$ cat config.mk
export PLATFORM = sky130hd
export DESIGN_NAME = spi_rx_status
export DESIGN_NICKNAME = d
export VERILOG_FILES = /design/src/rtl/spi_rx_status_pkg.sv /design/src/rtl/spi_rx_hold.sv /design/src/rtl/spi_tx_flags.sv /design/src/rtl/spi_irq_merge.sv /design/src/rtl/spi_rx_status.sv
export SDC_FILE = /design/constraint.sdc
export NUM_CORES = 1
export LEC_CHECK = 0
export ABC_AREA = 0
export BUFFER_PORTS_ARGS = -buffer_cell sky130_fd_sc_hd__buf_2
export CAP_MARGIN = 30
export CORE_MARGIN = 5
export CORE_UTILIZATION = 45
export DETAILED_ROUTE_END_ITERATION = 8
export PLACE_DENSITY_LB_ADDON = 0.08
export SLEW_MARGIN = 20
export SYNTH_ARGS = -nofsm -noshare
export SYNTH_HDL_FRONTEND = slang
export SYNTH_SLANG_ARGS = --single-unit
$ cat constraint.sdc
create_clock -name clk_i -period 2.4 [get_ports clk_i]
set_input_delay 0.48 -clock clk_i [delete_from_list [all_inputs] [get_ports clk_i]]
set_output_delay 0.48 -clock clk_i [all_outputs]
set_load 0.01 [all_outputs]
$ cat src/rtl/spi_rx_status_pkg.sv
package spi_rx_status_pkg;
  typedef struct packed {
    logic txe;
    logic rxne;
    logic ovr;
    logic udr;
  } flags_t;

  typedef struct packed {
    logic txe;
    logic rxne;
    logic err;
  } irq_vec_t;
endpackage

$ cat src/rtl/spi_rx_hold.sv
module spi_rx_hold #(
  parameter int DATA_W = 16
) (
  input  logic              clk_i,
  input  logic              rst_ni,
  input  logic              frame_done_i,
  input  logic [DATA_W-1:0] frame_data_i,
  input  logic              dr_rd_i,
  input  logic              sr_rd_i,
  output logic [DATA_W-1:0] data_o,
  output logic              rxne_o,
  output logic              ovr_o
);
  logic [DATA_W-1:0] data_q;
  logic rxne_q, ovr_q, armed_q;
  logic clr_req, collide;

  // second step of the clear sequence, valid only once armed by a data read
  assign clr_req = ovr_q & armed_q & sr_rd_i;
  assign collide = frame_done_i & rxne_q & ~dr_rd_i;

  always_ff @(posedge clk_i or negedge rst_ni) begin
    if (!rst_ni) begin
      data_q  <= '0;
      rxne_q  <= 1'b0;
      ovr_q   <= 1'b0;
      armed_q <= 1'b0;
    end else if (ovr_q) begin
      if (clr_req) begin
        // a colliding frame re-raises overrun: stay set, disarm
        if (!frame_done_i) ovr_q <= 1'b0;
        armed_q <= 1'b0;
      end else if (dr_rd_i) begin
        armed_q <= 1'b1;
      end
      if (dr_rd_i) rxne_q <= 1'b0;
    end else if (collide) begin
      ovr_q   <= 1'b1;
      armed_q <= 1'b0;
    end else if (frame_done_i) begin
      data_q <= frame_data_i;
      rxne_q <= 1'b1;
    end else if (dr_rd_i) begin
      rxne_q <= 1'b0;
    end
  end

  assign data_o = data_q;
  assign rxne_o = rxne_q;
  assign ovr_o  = ovr_q;
endmodule

$ cat src/rtl/spi_tx_flags.sv
module spi_tx_flags (
  input  logic clk_i,
  input  logic rst_ni,
  input  logic tx_load_i,
  input  logic dr_wr_i,
  input  logic underrun_i,
  input  logic sr_rd_i,
  output logic txe_o,
  output logic udr_o
);
  logic txe_q, udr_q;

  always_ff @(posedge clk_i or negedge rst_ni) begin
    if (!rst_ni) begin
      txe_q <= 1'b0;
      udr_q <= 1'b0;
    end else begin
      if (tx_load_i)    txe_q <= 1'b1;
      else if (dr_wr_i) txe_q <= 1'b0;
      if (underrun_i)   udr_q <= 1'b1;
      else if (sr_rd_i) udr_q <= 1'b0;
    end
  end

  assign txe_o = txe_q;
  assign udr_o = udr_q;
endmodule

$ cat src/rtl/spi_irq_merge.sv
module spi_irq_merge
  import spi_rx_status_pkg::*;
(
  input  flags_t   flags_i,
  input  logic     en_txe_i,
  input  logic     en_rxne_i,
  input  logic     en_err_i,
  output irq_vec_t req_o,
  output logic     irq_o
);
  always_comb begin
    req_o.txe  = flags_i.txe & en_txe_i;
    req_o.rxne = flags_i.rxne & en_rxne_i;
    req_o.err  = (flags_i.ovr | flags_i.udr) & en_err_i;
  end
  assign irq_o = |req_o;
endmodule

$ cat src/rtl/spi_rx_status.sv
module spi_rx_status
  import spi_rx_status_pkg::*;
#(
  parameter int DATA_W = 16
) (
  input  logic              clk_i,
  input  logic              rst_ni,
  input  logic              frame_done_i,
  input  logic [DATA_W-1:0] frame_data_i,
  input  logic              tx_load_i,
  input  logic              underrun_i,
  input  logic              dr_rd_i,
  input  logic              sr_rd_i,
  input  logic              dr_wr_i,
  input  logic              en_txe_i,
  input  logic              en_rxne_i,
  input  logic              en_err_i,
  output logic [DATA_W-1:0] rx_data_o,
  output logic              rxne_o,
  output logic              txe_o,
  output logic              ovr_o,
  output logic              udr_o,
  output logic              irq_txe_o,
  output logic              irq_rxne_o,
  output logic              irq_err_o,
  output logic              irq_o
);
  flags_t   flags;
  irq_vec_t req;

  spi_rx_hold #(.DATA_W(DATA_W)) u_rx (
    .clk_i        (clk_i),
    .rst_ni       (rst_ni),
    .frame_done_i (frame_done_i),
    .frame_data_i (frame_data_i),
    .dr_rd_i      (dr_rd_i),
    .sr_rd_i      (sr_rd_i),
    .data_o       (rx_data_o),
    .rxne_o       (flags.rxne),
    .ovr_o        (flags.ovr)
  );

  spi_tx_flags u_tx (
    .clk_i      (clk_i),
    .rst_ni     (rst_ni),
    .tx_load_i  (tx_load_i),
    .dr_wr_i    (dr_wr_i),
    .underrun_i (underrun_i),
    .sr_rd_i    (sr_rd_i),
    .txe_o      (flags.txe),
    .udr_o      (flags.udr)
  );

  spi_irq_merge u_irq (
    .flags_i   (flags),
    .en_txe_i  (en_txe_i),
    .en_rxne_i (en_rxne_i),
    .en_err_i  (en_err_i),
    .req_o     (req),
    .irq_o     (irq_o)
  );

  assign rxne_o     = flags.rxne;
  assign txe_o      = flags.txe;
  assign ovr_o      = flags.ovr;
  assign udr_o      = flags.udr;
  assign irq_txe_o  = req.txe;
  assign irq_rxne_o = req.rxne;
  assign irq_err_o  = req.err;
endmodule

==> results of run 1 <==
per-stage QoR:
stage          instance area, sq um  hold WS [ns]   util  setup WS [ns]  std cells
6_report                       1190         0.124  0.615          0.486        138
4_1_cts                        1190         0.125  0.615          0.458        138
3_3_place_gp                   1170         0.456  0.601          0.736        134
5_1_grt                        1190         0.140  0.615          0.381        138
3_5_place_dp                   1170         0.459  0.601          0.732        134
2_1_floorplan                   903         0.184      -          0.825         58
where the power goes:
| part | internal, uW | total [uW] | switching, uW |
|---|---|---|---|
| Sequential | 517 | 613 | 95.9 |
| Combinational | 346 | 603 | 257 |
| Clock | 64.4 | 158 | 93.3 |
layout make-up:
cell class,count,area (sq um)
Sequential cell,21,526
Fill cell,195,748
Clock buffer,4,26.3
Multi-Input combinational cell,33,347
Timing Repair Buffer,50,250
Inverter,3,11.3
Tap cell,27,33.8
placed cells by master (no fill, tap or decap), types with 2 or more instances in the layout:
master	n
buf_2	50
dfrtp_1	21
mux2_2	6
a21oi_1	2
mux2_4	10
inv_1	3
a21o_1	2
and2_1	2
clkbuf_4	3
worst max path at each step:
stage                           from    end  slack (ns)
after detailed placement   en_rxne_i  irq_o        0.73
after global routing      u_rx.ovr_o  irq_o        0.38
final                     u_rx.ovr_o  irq_o        0.49
after global placement     en_rxne_i  irq_o        0.74
after CTS                 u_rx.ovr_o  irq_o        0.46
after floorplan           u_rx.ovr_o  irq_o        0.82
per-layer routing:
layer	up-vias	GRT usage	routed length (um)
li1	305	-	-
met2	26	0.209	845
met3	0	0.0354	157
met5	-	0	0
met4	0	0.0373	0
met1	304	0.159	695
state kept, by name (all words and copies together), names as in the netlist:
signal        cells
u_rx.data_o      16
u_rx.armed_q      1
u_rx.ovr_o        1
u_rx.rxne_o       1
u_tx.txe_o        1
u_tx.udr_o        1
cell families (layout without fill, tap and decap cells):
kind of cell           Yosys count  in the layout  share of synthesized area
flip-flops                      21             21                      0.582
multiplexers                    16             16                      0.241
AND/OR/NAND/NOR                 10             10                     0.0942
AO/OA/AOI/OAI                    7              7                     0.0485
buffers and inverters            4             57                     0.0346
worst max-delay path, cell delays in order (launching register included):
cell and delay (ns):
dfrtp_1 0.44, o21a_1 0.21, or3_1 0.35, buf_2 0.14
==> impl_metrics.tcl, run 1 <==
set metrics [dict create \
    final_nets 139 \
    hold_buffers 0 \
    synthTopCellsByCount "dfrtp_1, mux2_4, mux2_2, inv_1" \
    path_clk_slew_ns 0.10 \
    yosysTopAreaCell "dfrtp_1" \
    num_vias 635 \
    max-cap-violations 0 \
    arrival_ns 1.43 \
    crit_path_max_fanout 6 \
    area_growth_pct 32.1 \
    rsz0062_at_grt "no" \
    yosys.area.top_type_share 0.582 \
    ant_nets 0 \
    clk_latency_ns 0.28 \
    post_cts_buffers 0 \
    dp_hpwl_um 1360 \
    via_per_inst 4.60 \
    seq_area_frac_synth 0.582 \
    first_global_vias 640 \
    slew_headroom 0.699 \
    reg2reg_slack_ns 0.99 \
    power.density_nw_per_um2 1150 \
    coreArea_sq_um 1940 \
    gp_congestion 0.650 \
    synth-async-reset-ratio 1.00 \
    portBuffers 50 \
    fin_crit_ns 1.91 \
    worst_pin_slew_ns 0.452 \
    startpoint_type "flop" \
    crit_type "flop to output pin" \
    syn_nets 85 \
    drive_gt1_frac 0.649 \
    antenna_found_initial 0 \
    cts_tree "done" \
    grt_pass1_wl_um 2730 \
    max_freq_mhz 522 \
    hold_viol 0 \
    die_w_um 54.8 \
    p_total_uw 1370 \
    dieHeight_um 54.8 \
    drt_iter0_markers 3 \
    overflow 0 \
    antennaDiodeCount 0 \
    max-vdd-ir-drop_uv 568 \
    syn_area_sq_um 903 \
    fin_setup_tns_ns 0 \
    yosysWarnings 0 \
    yosys-top-cells-area "dfrtp_1, mux2_4, mux2_2" \
    skew_ns 0.000993 \
    fin_crit_sh 0.798 \
    r2r_cells 3 \
    grt_usage 0.126 \
    grt_max_degree 22 \
    synth_enable_flop_cells 0 \
    worstPathRequired_ns 1.92 \
    route.detailed.drc 0 \
    postSynthCellCount 58 \
    syn_area_per_cell_sq_um 15.6 \
    reg2reg_from "u_rx.ovr_o" \
    dieArea_sq_um 3000 \
    rows 16 \
    cts_buffer_depth 2 \
    synth_ff_type "dfrtp_1" \
    slew_viol_final 0 \
    reg2reg_to "u_rx.data_o[3]" \
    synthMostInstantiatedCell "dfrtp_1" \
    io_pins 51 \
    start_util 0.465 \
    p_leak_uw 0.000629 \
    post_cts_resized 0 \
    status "finished, final reports clean" \
    ys_ff_latch 21 \
    cts_inserted_buffers 3 \
    wl_per_cell_um 12.3 \
    endpoint_kind "output pin" \
    htreeDepth 1 \
    synth_cell_types 19 \
    cts_root_buf "clkbuf_4" \
    cts_sinks 21 \
    wl_um 1700 \
    setup_viol 0 \
    firstDrtPassIters 2 \
    min_path_type "input pin to async pin" \
]
No activity file was read; power rests on OpenSTA's default activity.
==> run 2, diff against run 1 <==
--- a/config.mk
+++ b/config.mk
@@ -5,11 +5,11 @@
 export SDC_FILE = /design/constraint.sdc
 export NUM_CORES = 1
 export LEC_CHECK = 0
-export ABC_AREA = 0
+export ABC_AREA = 1
 export BUFFER_PORTS_ARGS = -buffer_cell sky130_fd_sc_hd__buf_2
 export CAP_MARGIN = 30
 export CORE_MARGIN = 5
-export CORE_UTILIZATION = 45
+export CORE_UTILIZATION = 42
 export DETAILED_ROUTE_END_ITERATION = 8
 export PLACE_DENSITY_LB_ADDON = 0.08
 export SLEW_MARGIN = 20
==> constraint.sdc (replaced) <==
create_clock -name clk_i -period 1.9 [get_ports clk_i]
set_input_delay 0.38 -clock clk_i [delete_from_list [all_inputs] [get_ports clk_i]]
set_output_delay 0.38 -clock clk_i [all_outputs]
set_load 0.01 [all_outputs]
==> run 2 against run 1 <==
Combinational power increased by 8.3%. Critical path depth did not move. Synthesized area shrank 2.6%. Wire length up 17%. Non-clock buffer count unchanged. Sequential power grew 23%. Die area increased by 3.5%. Final cell count up 27%. Core utilization down 2.6 points. Clock power rose by 34%. Critical path type unchanged. Largest cell class unchanged.
==> impl_metrics.tcl, run 2 <==
set metrics [dict create \
    cts_root_buf "clkbuf_4" \
    syn_area_sq_um 880 \
    crit_type "flop to output pin" \
    first_global_vias 837 \
    largest_register_ff_count 16 \
    cts_sinks 21 \
    wl_per_cell_um 11.4 \
    reg2reg_from "u_rx.ovr_o" \
    htreeDepth 1 \
    area_growth_pct 32.7 \
    io_pins 51 \
    gp_congestion 0.667 \
    slew_headroom 0.693 \
    synth_cell_types 15 \
    dieArea_sq_um 3110 \
    startpoint_type "flop" \
    max_freq_mhz 612 \
    firstDrtPassIters 5 \
    synth_ff_type "dfrtp_1" \
    layout_commonest_cell "buf_2" \
    rows 16 \
    start_util 0.444 \
    min_path_type "input pin to async pin" \
    fin_setup_tns_ns 0 \
    fin_crit_sh 0.860 \
    r2r_cells 4 \
    drive_gt1_frac 0.392 \
    final_cell_mix "buf_2, nand2_1, dfrtp_1, nand3_1, inv_1" \
    antenna_found_initial 0 \
    hold_viol 0 \
    portBuffers 50 \
    power.density_nw_per_um2 1390 \
    multi_input_area_sq_um 300 \
    p_leak_uw 0.000706 \
    arrival_ns 1.25 \
    syn_area_per_cell_sq_um 9.07 \
    endpoint_kind "output pin" \
    final_nets 176 \
    skew_ns 0.00578 \
    path_clk_slew_ns 0.12 \
    dieHeight_um 55.8 \
    slew_viol_final 0 \
    reg2reg_slack_ns 0.59 \
    cts_tree "done" \
    max-vdd-ir-drop_uv 740 \
    cts_buffer_depth 2 \
    max-cap-violations 0 \
    worst_pin_slew_ns 0.460 \
    antennaDiodeCount 0 \
    yosysWarnings 0 \
    seq_area_frac_synth 0.597 \
    num_vias 801 \
    synthTopCellsByCount "nand2_1, dfrtp_1, nand3_1, inv_1" \
    wl_um 1990 \
    drt_iter0_markers 8 \
    grt_max_degree 22 \
    reg2reg_to "u_rx.data_o[14]" \
    synth-async-reset-ratio 1.00 \
    coreArea_sq_um 1980 \
    rsz0062_at_grt "no" \
    grt_pass1_wl_um 3570 \
    yosys.area.top_type_share 0.597 \
    crit_path_max_fanout 7 \
    fin_crit_ns 1.63 \
    postPlaceCellArea_sq_um 1140 \
    die_w_um 55.8 \
    route.detailed.drc 0 \
    post_cts_resized 0 \
    synth_enable_flop_cells 0 \
    finish.instance_area_sq_um 1170 \
    yosysTopAreaCell "dfrtp_1" \
    post_cts_buffers 0 \
    via_per_inst 4.58 \
    status "finished, final reports clean" \
    yosys-top-cells-area "dfrtp_1, nand2_1, nand3_1" \
    dp_hpwl_um 1550 \
    worstPathRequired_ns 1.52 \
    cts_inserted_buffers 3 \
    synthMostInstantiatedCell "nand2_1" \
    syn_nets 124 \
    postSynthCellCount 97 \
    clk_latency_ns 0.30 \
    ant_nets 0 \
    hold_ws_ns 0.0123 \
    hold_buffers 0 \
    ys_ff_latch 21 \
    grt_usage 0.139 \
    seq_area_sq_um 526 \
    overflow 0 \
    n_fill_cell 188 \
    setup_viol 0 \
]
-- run 2: cell types whose count changed after synthesis, sizes merged, moves of 2 or more --
| cell | change |
|---|---|
| a21o | -2 |
| and2 | -2 |
| buf | +2 |
| inv | +5 |
| mux2 | -16 |
| nand2 | +38 |
| nand2b | -2 |
| nand3 | +17 |
| o21bai | +2 |
-- run 2: cell type report --
class	count	share of cell area
Inverter	8	0.0257
Clock buffer	3	0.0193
Multi-Input combinational cell	65	0.257
Sequential cell	21	0.450
Timing Repair Buffer	50	0.214
Clock inverter	1	0.00429
Tap cell	27	0.0289
-- run 2: report_power, final --
| part | total, uW | leakage, uW | internal [uW] | switching (uW) |
|---|---|---|---|---|
| registers | 757 | 0.000256 | 638 | 119 |
| clock network | 212 | 0.0000177 | 78.3 | 134 |
| logic | 653 | 0.000432 | 266 | 387 |
| total | 1620 | 0.000706 | 982 | 639 |
-- run 2: how the worst max path moves through the flow --
stage,start,endpoint,cells past startpoint
2_1_floorplan,u_rx.ovr_o,irq_o,2
3_3_place_gp,frame_done_i,u_rx.data_o[3],6
3_5_place_dp,frame_done_i,u_rx.data_o[14],6
4_1_cts,u_rx.ovr_o,irq_o,3
5_1_grt,u_rx.ovr_o,irq_o,3
6_report,u_rx.ovr_o,irq_o,3
-- run 2: layer usage --
metal	GRT usage	up-vias	share of wire
met4	0.0417	0	0.0045
met1	0.169	362	0.42
met3	0.0441	2	0.080
li1	-	413	-
met5	0	-	0
met2	0.233	24	0.50
-- run 2: logic make-up (layout without fill, tap and decap cells) --
kind of cell           after synthesis  in the layout  share of synthesized area
buffers and inverters               11             62                     0.0612
and+or+nand+nor                     58             58                      0.293
AOI/OAI and AO/OA                    7              7                     0.0484
DFF                                 21             21                      0.597
-- run 2: metrics by stage --
step / total power [uW] / util / setup WS, ns / cells
finish: 1620 / 0.589 / 0.266 / 175
global route: 1770 / 0.589 / 0.0755 / 175
CTS: 1650 / 0.589 / 0.249 / 175
detailed placement: 1440 / 0.575 / 0.560 / 171
global placement: 1420 / 0.575 / 0.580 / 171
floorplan: 1160 / - / 0.686 / 97
-- run 2: worst max-delay path, cell delays in order (launching register included) --
cell     delay, ns
dfrtp_1       0.48
o21ai_0       0.25
nand3_1       0.09
buf_2         0.15
